## config.mk

```make
export PLATFORM = sky130hd
export DESIGN_NAME = breaker_fault_latch
export DESIGN_NICKNAME = d
export VERILOG_FILES = /design/src/rtl/bfl_pkg.sv /design/src/rtl/bfl_run_timer.sv /design/src/rtl/bfl_datapath.sv /design/src/rtl/bfl_control.sv /design/src/rtl/breaker_fault_latch.sv
export SDC_FILE = /design/constraint.sdc
export NUM_CORES = 1
export LEC_CHECK = 0
export CAP_MARGIN = 20
export CORE_ASPECT_RATIO = 1.2
export CORE_MARGIN = 1.5
export CORE_UTILIZATION = 35
export CTS_CLUSTER_DIAMETER = 30
export DETAILED_ROUTE_END_ITERATION = 10
export HOLD_SLACK_MARGIN = 0.08
export SETUP_SLACK_MARGIN = 0.4
export SYNTH_ARGS = -nofsm -noshare
export SYNTH_HDL_FRONTEND = slang
export SYNTH_HIERARCHICAL = 1
export SYNTH_SLANG_ARGS = --single-unit
```

## constraint.sdc

```tcl
create_clock -name clk -period 3.59 [get_ports clk]
set_input_delay 0.359 -clock clk [delete_from_list [all_inputs] [get_ports clk]]
set_output_delay 0.359 -clock clk [all_outputs]
set_load 0.03 [all_outputs]
```

## src/rtl/bfl_pkg.sv

```systemverilog
package bfl_pkg;

  // Index of each run timer inside the datapath
  localparam int unsigned IDX_OC = 0;
  localparam int unsigned IDX_RP = 1;
  localparam int unsigned IDX_LK = 2;
  localparam int unsigned NUM_TIMERS = 3;

  // Control -> datapath: which run timers advance this cycle
  typedef struct packed {
    logic ocAdvance;
    logic rpAdvance;
    logic lkAdvance;
  } bfl_strobe_t;

  // Datapath -> control: which run timers have reached their limit
  typedef struct packed {
    logic ocAtLimit;
    logic rpAtLimit;
    logic lkAtLimit;
  } bfl_limit_t;

endpackage

```

## src/rtl/bfl_run_timer.sv

```systemverilog
module bfl_run_timer #(
  parameter int unsigned LIMIT = 10,
  parameter int unsigned CNT_W = 4
) (
  input  logic clk,
  input  logic rstN,
  input  logic advance,
  output logic atLimit
);

  logic [CNT_W-1:0] runCount;
  localparam logic [CNT_W-1:0] LIMIT_V = CNT_W'(LIMIT);

  // Counts consecutive advancing cycles, saturating at LIMIT; any idle cycle restarts it
  always_ff @(posedge clk or negedge rstN) begin
    if (!rstN) begin
      runCount <= '0;
    end else if (!advance) begin
      runCount <= '0;
    end else if (runCount != LIMIT_V) begin
      runCount <= runCount + 1'b1;
    end
  end

  assign atLimit = (runCount == LIMIT_V);

  // An idle cycle always restarts the run
  assert_run_restarts_R7: assert property (@(posedge clk) disable iff (!rstN)
    !advance |=> (runCount == '0));

  // The count never passes its limit
  assert_count_bounded_R2: assert property (@(posedge clk) disable iff (!rstN)
    runCount <= LIMIT_V);

endmodule

```

## src/rtl/bfl_datapath.sv

```systemverilog
module bfl_datapath
  import bfl_pkg::*;
#(
  parameter int unsigned TRIP_CYC  = 10,
  parameter int unsigned CLEAR_CYC = 1500,
  parameter int unsigned LOCK_CYC  = 100
) (
  input  logic        clk,
  input  logic        rstN,
  input  bfl_strobe_t strobe,
  output bfl_limit_t  limit
);

  localparam int unsigned MAX_A   = (TRIP_CYC > CLEAR_CYC) ? TRIP_CYC : CLEAR_CYC;
  localparam int unsigned MAX_CYC = (MAX_A > LOCK_CYC) ? MAX_A : LOCK_CYC;
  localparam int unsigned CNT_W   = $clog2(MAX_CYC + 1);

  logic [NUM_TIMERS-1:0] advVec;
  logic [NUM_TIMERS-1:0] limVec;

  assign advVec[IDX_OC] = strobe.ocAdvance;
  assign advVec[IDX_RP] = strobe.rpAdvance;
  assign advVec[IDX_LK] = strobe.lkAdvance;

  function automatic int unsigned limitFor(input int unsigned idx);
    case (idx)
      IDX_OC:  return TRIP_CYC;
      IDX_RP:  return CLEAR_CYC;
      default: return LOCK_CYC;
    endcase
  endfunction

  for (genvar g = 0; g < NUM_TIMERS; g++) begin : gTimer
    bfl_run_timer #(
      .LIMIT(limitFor(g)),
      .CNT_W(CNT_W)
    ) timer_i (
      .clk    (clk),
      .rstN   (rstN),
      .advance(advVec[g]),
      .atLimit(limVec[g])
    );
  end

  assign limit.ocAtLimit = limVec[IDX_OC];
  assign limit.rpAtLimit = limVec[IDX_RP];
  assign limit.lkAtLimit = limVec[IDX_LK];

endmodule

```

## src/rtl/bfl_control.sv

```systemverilog
module bfl_control
  import bfl_pkg::*;
(
  input  logic        clk,
  input  logic        rstN,
  input  logic        overCurrent,
  input  logic        resetPinLow,
  input  logic        lockout,
  input  bfl_limit_t  limit,
  output bfl_strobe_t strobe,
  output logic        faultLatched,
  output logic        tripPulse
);

  logic tripQual;
  logic pinClearQual;
  logic lockClearQual;
  logic clearQual;
  logic latchNext;

  // Only reset-pin low time free of overcurrent advances the clear window
  always_comb begin
    strobe.ocAdvance = overCurrent;
    strobe.rpAdvance = resetPinLow && !overCurrent;
    strobe.lkAdvance = lockout;
  end

  assign tripQual      = strobe.ocAdvance && limit.ocAtLimit;
  assign pinClearQual  = strobe.rpAdvance && limit.rpAtLimit;
  assign lockClearQual = strobe.lkAdvance && limit.lkAtLimit;
  assign clearQual     = pinClearQual || lockClearQual;

  // Set has priority over either clear path
  always_comb begin
    if (tripQual)       latchNext = 1'b1;
    else if (clearQual) latchNext = 1'b0;
    else                latchNext = faultLatched;
  end

  always_ff @(posedge clk or negedge rstN) begin
    if (!rstN) begin
      faultLatched <= 1'b0;
      tripPulse    <= 1'b0;
    end else begin
      faultLatched <= latchNext;
      tripPulse    <= tripQual && !faultLatched;
    end
  end

  assert_rise_needs_overcurrent_R3: assert property (@(posedge clk) disable iff (!rstN)
    $rose(faultLatched) |-> ($past(overCurrent) && $past(limit.ocAtLimit)));

  assert_fall_needs_clear_R6: assert property (@(posedge clk) disable iff (!rstN)
    $fell(faultLatched) |-> ($past(lockout) || ($past(resetPinLow) && !$past(overCurrent))));

  assert_hold_without_clear_R5: assert property (@(posedge clk) disable iff (!rstN)
    (faultLatched && !resetPinLow && !lockout) |=> faultLatched);

  assert_pulse_single_R4: assert property (@(posedge clk) disable iff (!rstN)
    tripPulse |=> !tripPulse);

  assert_pulse_marks_rise_R4: assert property (@(posedge clk) disable iff (!rstN)
    tripPulse |-> (faultLatched && !$past(faultLatched)));

  assert_set_wins_R9: assert property (@(posedge clk) disable iff (!rstN)
    (overCurrent && limit.ocAtLimit) |=> faultLatched);

endmodule

```

## src/rtl/breaker_fault_latch.sv

```systemverilog
module breaker_fault_latch
  import bfl_pkg::*;
#(
  parameter int unsigned CLK_MHZ  = 10,
  parameter int unsigned TRIP_US  = 1,
  parameter int unsigned CLEAR_US = 150,
  parameter int unsigned LOCK_US  = 10
) (
  input  logic clk,
  input  logic rstN,
  input  logic overCurrent,
  input  logic resetPinLow,
  input  logic lockout,
  output logic faultLatched,
  output logic tripPulse
);

  // Window lengths in cycles
  localparam int unsigned TRIP_CYC  = CLK_MHZ * TRIP_US;
  localparam int unsigned CLEAR_CYC = CLK_MHZ * CLEAR_US;
  localparam int unsigned LOCK_CYC  = CLK_MHZ * LOCK_US;

  bfl_strobe_t strobe;
  bfl_limit_t  limit;

  bfl_datapath #(
    .TRIP_CYC (TRIP_CYC),
    .CLEAR_CYC(CLEAR_CYC),
    .LOCK_CYC (LOCK_CYC)
  ) datapath_i (
    .clk   (clk),
    .rstN  (rstN),
    .strobe(strobe),
    .limit (limit)
  );

  bfl_control control_i (
    .clk         (clk),
    .rstN        (rstN),
    .overCurrent (overCurrent),
    .resetPinLow (resetPinLow),
    .lockout     (lockout),
    .limit       (limit),
    .strobe      (strobe),
    .faultLatched(faultLatched),
    .tripPulse   (tripPulse)
  );

endmodule

```

==> impl_metrics.env <==
export IMPL_p_comb_frac=0.060
export IMPL_maxCapViolCount=0
export IMPL_cts_inserted_buffers=5
export IMPL_yosysWarnings=6
export IMPL_rsz0062_at_grt="no"
export IMPL_num_vias=1478
export IMPL_drt_iter0_drc=74
export IMPL_cts_root_buf="clkbuf_8"
export IMPL_netSwitchingPower_mw=0.179
export IMPL_grt_max_degree=36
export IMPL_fmax_mhz=544
export IMPL_path_cells="inv_1 -> ha_1 -> or4b_4 -> nor3_4 -> a21boi_1 -> o21ai_1 -> nand2_1"
export IMPL_cts_resized=0
export IMPL_area_growth_pct=9.65
export IMPL_regToRegStartpoint="datapath_i/gTimer[2].timer_i/runCount[0]$_DFFE_PN0P_"
export IMPL_die_x_um=70.1
export IMPL_cp_num_buf_inv=1
export IMPL_hold_viol_final=0
export IMPL_wl_per_cell_um=13.4
export IMPL_grt_pass1_wl_mm=6.30
export IMPL_synthCells=195
export IMPL_p_seq_frac=0.560
export IMPL_final_nets=214
export IMPL_fp_row_count=29
export IMPL_synth_area_per_cell_um2=9.71
export IMPL_clk_pin_slew_ps=70
export IMPL_seq_area_frac_synth=0.463
export IMPL_r2r_end="control_i/faultLatched$_DFFE_PN0P_"
export IMPL_synth_distinct_cells=42
export IMPL_critical_path_class="reg2reg"
export IMPL_final_core_util=0.395
export IMPL_worst_slew_pin_slew_ps=802
export IMPL_synth_area_um2=1890
export IMPL_dieHeight_um=83.6
export IMPL_crit_cells=7
export IMPL_wirelength_mm=3.58
export IMPL_arrival_ps=2020
export IMPL_drive_above_1_share=0.0833
export IMPL_grt_usage=0.132
export IMPL_place_congestion=0.704
export IMPL_p_clk_frac=0.381
export IMPL_place_area_um2=1990
export IMPL_p_int_mw=0.553
export IMPL_end_kind="flip-flop"
export IMPL_cp_required_ps=3770
export IMPL_dp_cells=258
export IMPL_post_route_drc_count=0
export IMPL_hold_class="in2async"
export IMPL_fin_crit_ps=1840
export IMPL_setup_slack_ps=1750
export IMPL_diodes=0
export IMPL_detail_route_antenna_nets=0
export IMPL_crit_path_start="datapath_i/gTimer[2].timer_i/runCount[0]$_DFFE_PN0P_"
export IMPL_synth_fp_nets=206
export IMPL_holdWs_ps=152
export IMPL_critPathTopFamily="simple AND/OR/NAND/NOR gates"
export IMPL_hpwl_mm=2.46
export IMPL_start_kind="flip-flop"
export IMPL_status="finished, final reports clean"
export IMPL_crit_fanout=6
export IMPL_power_total_mw=0.733
export IMPL_antenna_found_initial=0
export IMPL_finalSetupViolCount=0
export IMPL_stdcell_count=266
export IMPL_grt_ovfl_total=0
export IMPL_cts_max_path_buffers=2
export IMPL_cts_num_sinks=35
export IMPL_initial_utilization=0.360
export IMPL_fin_crit_sh=0.512
export IMPL_tns_ps=0
export IMPL_p_per_area_nw_per_um2=353
export IMPL_vias_per_cell=5.56
export IMPL_insertion_delay_ps=290
export IMPL_finalInstanceArea_um2=2080
export IMPL_clock_skew_ps=5.95
export IMPL_peakVddDrop_uv=163
export IMPL_first_pass_iters=4
export IMPL_cts_htree_levels=2
export IMPL_post_cts_buffers=0
export IMPL_cts_tree="built"
export IMPL_sw_frac_of_total=0.245
export IMPL_rrSetupSlack_ps=1750
export IMPL_fillers=517
export IMPL_worst_r2r_path_depth=7
export IMPL_pin_count=7
export IMPL_place_ws_ps=1640
export IMPL_die_area_um2=5860
export IMPL_io_buffers=6
export IMPL_power_leakage_nw=0.810
export IMPL_crit_end="control_i/faultLatched$_DFFE_PN0P_"
export IMPL_max_stage_delay_ps=460
export IMPL_grt_pass1_vias=1375
export IMPL_drv_slew=0
export IMPL_relSlewSlack=0.466
export IMPL_cts_hold_buffers=0
export IMPL_synth_seq_cells=35
export IMPL_cpMaxStageDelayCell="or4b_4"
export IMPL_core_area_um2=5260
## worst min-delay path by stage
stage / depth (start not counted) / slack [ps] / startpoint / end
6_report: 1 / 150 / rstN / datapath_i/gTimer[0].timer_i/runCount[5]$_DFFE_PN0P_
5_1_grt: 1 / 230 / rstN / datapath_i/gTimer[0].timer_i/runCount[8]$_DFFE_PN0P_
4_1_cts: 1 / 190 / rstN / datapath_i/gTimer[0].timer_i/runCount[8]$_DFFE_PN0P_
3_5_place_dp: 1 / 460 / control_i/faultLatched$_DFFE_PN0P_ / control_i/tripPulse$_DFF_PN0_
3_3_place_gp: 1 / 480 / control_i/faultLatched$_DFFE_PN0P_ / control_i/tripPulse$_DFF_PN0_
2_1_floorplan: 0 / 60 / rstN / control_i/faultLatched$_DFFE_PN0P_
## registers in the layout, indices dropped and copies added (netlist names)
signal	cells
control_i/faultLatched	1
control_i/tripPulse	1
datapath_i/gTimer.timer_i/runCount	33
## power by group through the flow
stage	combinational (mW)	sequential (mW)	clock, mW
6_report	0.0438	0.410	0.279
5_1_grt	0.0514	0.411	0.305
4_1_cts	0.0455	0.410	0.292
3_5_place_dp	0.0455	0.417	0
3_3_place_gp	0.0448	0.417	0
2_1_floorplan	0.0300	0.414	0
## Yosys cell counts, drive strengths merged
library cell,n,area share
a21boi,1,0.0040
mux2i,7,0.037
inv,13,0.026
and4b,1,0.0053
a2111o,1,0.0059
nor2b,1,0.0033
o21ai,12,0.032
xor2,3,0.014
or3,7,0.024
a21oi,16,0.042
and4bb,1,0.0066
nor2,4,0.0079
clkbuf,1,0.0020
nand4,4,0.017
or4,9,0.036
nand2,23,0.046
nor3,4,0.017
buf,4,0.015
and3,2,0.0073
and4,3,0.015
o31ai,9,0.036
nand3,13,0.040
nor4,2,0.0066
ha,6,0.040
nor4b,1,0.0046
a211oi,3,0.012
nand2b,2,0.0066
dfrtp,35,0.46
o21ba,1,0.0053
xnor2,1,0.0046
a31oi,3,0.0099
or4b,2,0.013
## cells in the final DEF, fill, tap and decap left out, types with 2 or more instances in the layout
cell and instances:
dfrtp_1 35, nand2_1 23, a21oi_1 16, inv_1 12, o21ai_0 11, nand3_1 11, o31ai_1 9, or4_1 9
mux2i_1 7, or3_1 6, ha_1 6, clkbuf_8 5, clkdlybuf4s50_1 5, nor2_1 4, nand4_1 3, xor2_1 3
nor3_1 3, a211oi_1 3, a31oi_1 3, clkbuf_1 2, nor4_1 2, nand3_2 2, nand2b_1 2, and4_1 2
## area by class of cell
class                           instances  area, um^2  area share
Multi-Input combinational cell        142         937       0.451
Sequential cell                        35         876       0.422
Tap cell                               62        77.6      0.0374
Clock buffer                            7        76.3      0.0368
Timing Repair Buffer                    6        55.1      0.0265
Inverter                               13        48.8      0.0235
Clock inverter                          1        5.00     0.00241
## routing by layer
metal  vias up  track usage  part of all wire
met4         0       0.0542             0.016
li1        737            -                 -
met2        14        0.203              0.45
met3         5       0.0386             0.032
met5         -            0                 0
met1       722        0.175              0.50
## logic make-up after synthesis
group | share of synthesized area
AOI/OAI and AO/OA | 0.147
xor gates and xnor gates | 0.0185
adders and majority gates | 0.0397
buffers and inverters | 0.0423
DFF | 0.463
muxes | 0.0370
and+or+nand+nor | 0.253
No activity file was read; power rests on OpenSTA's default activity.
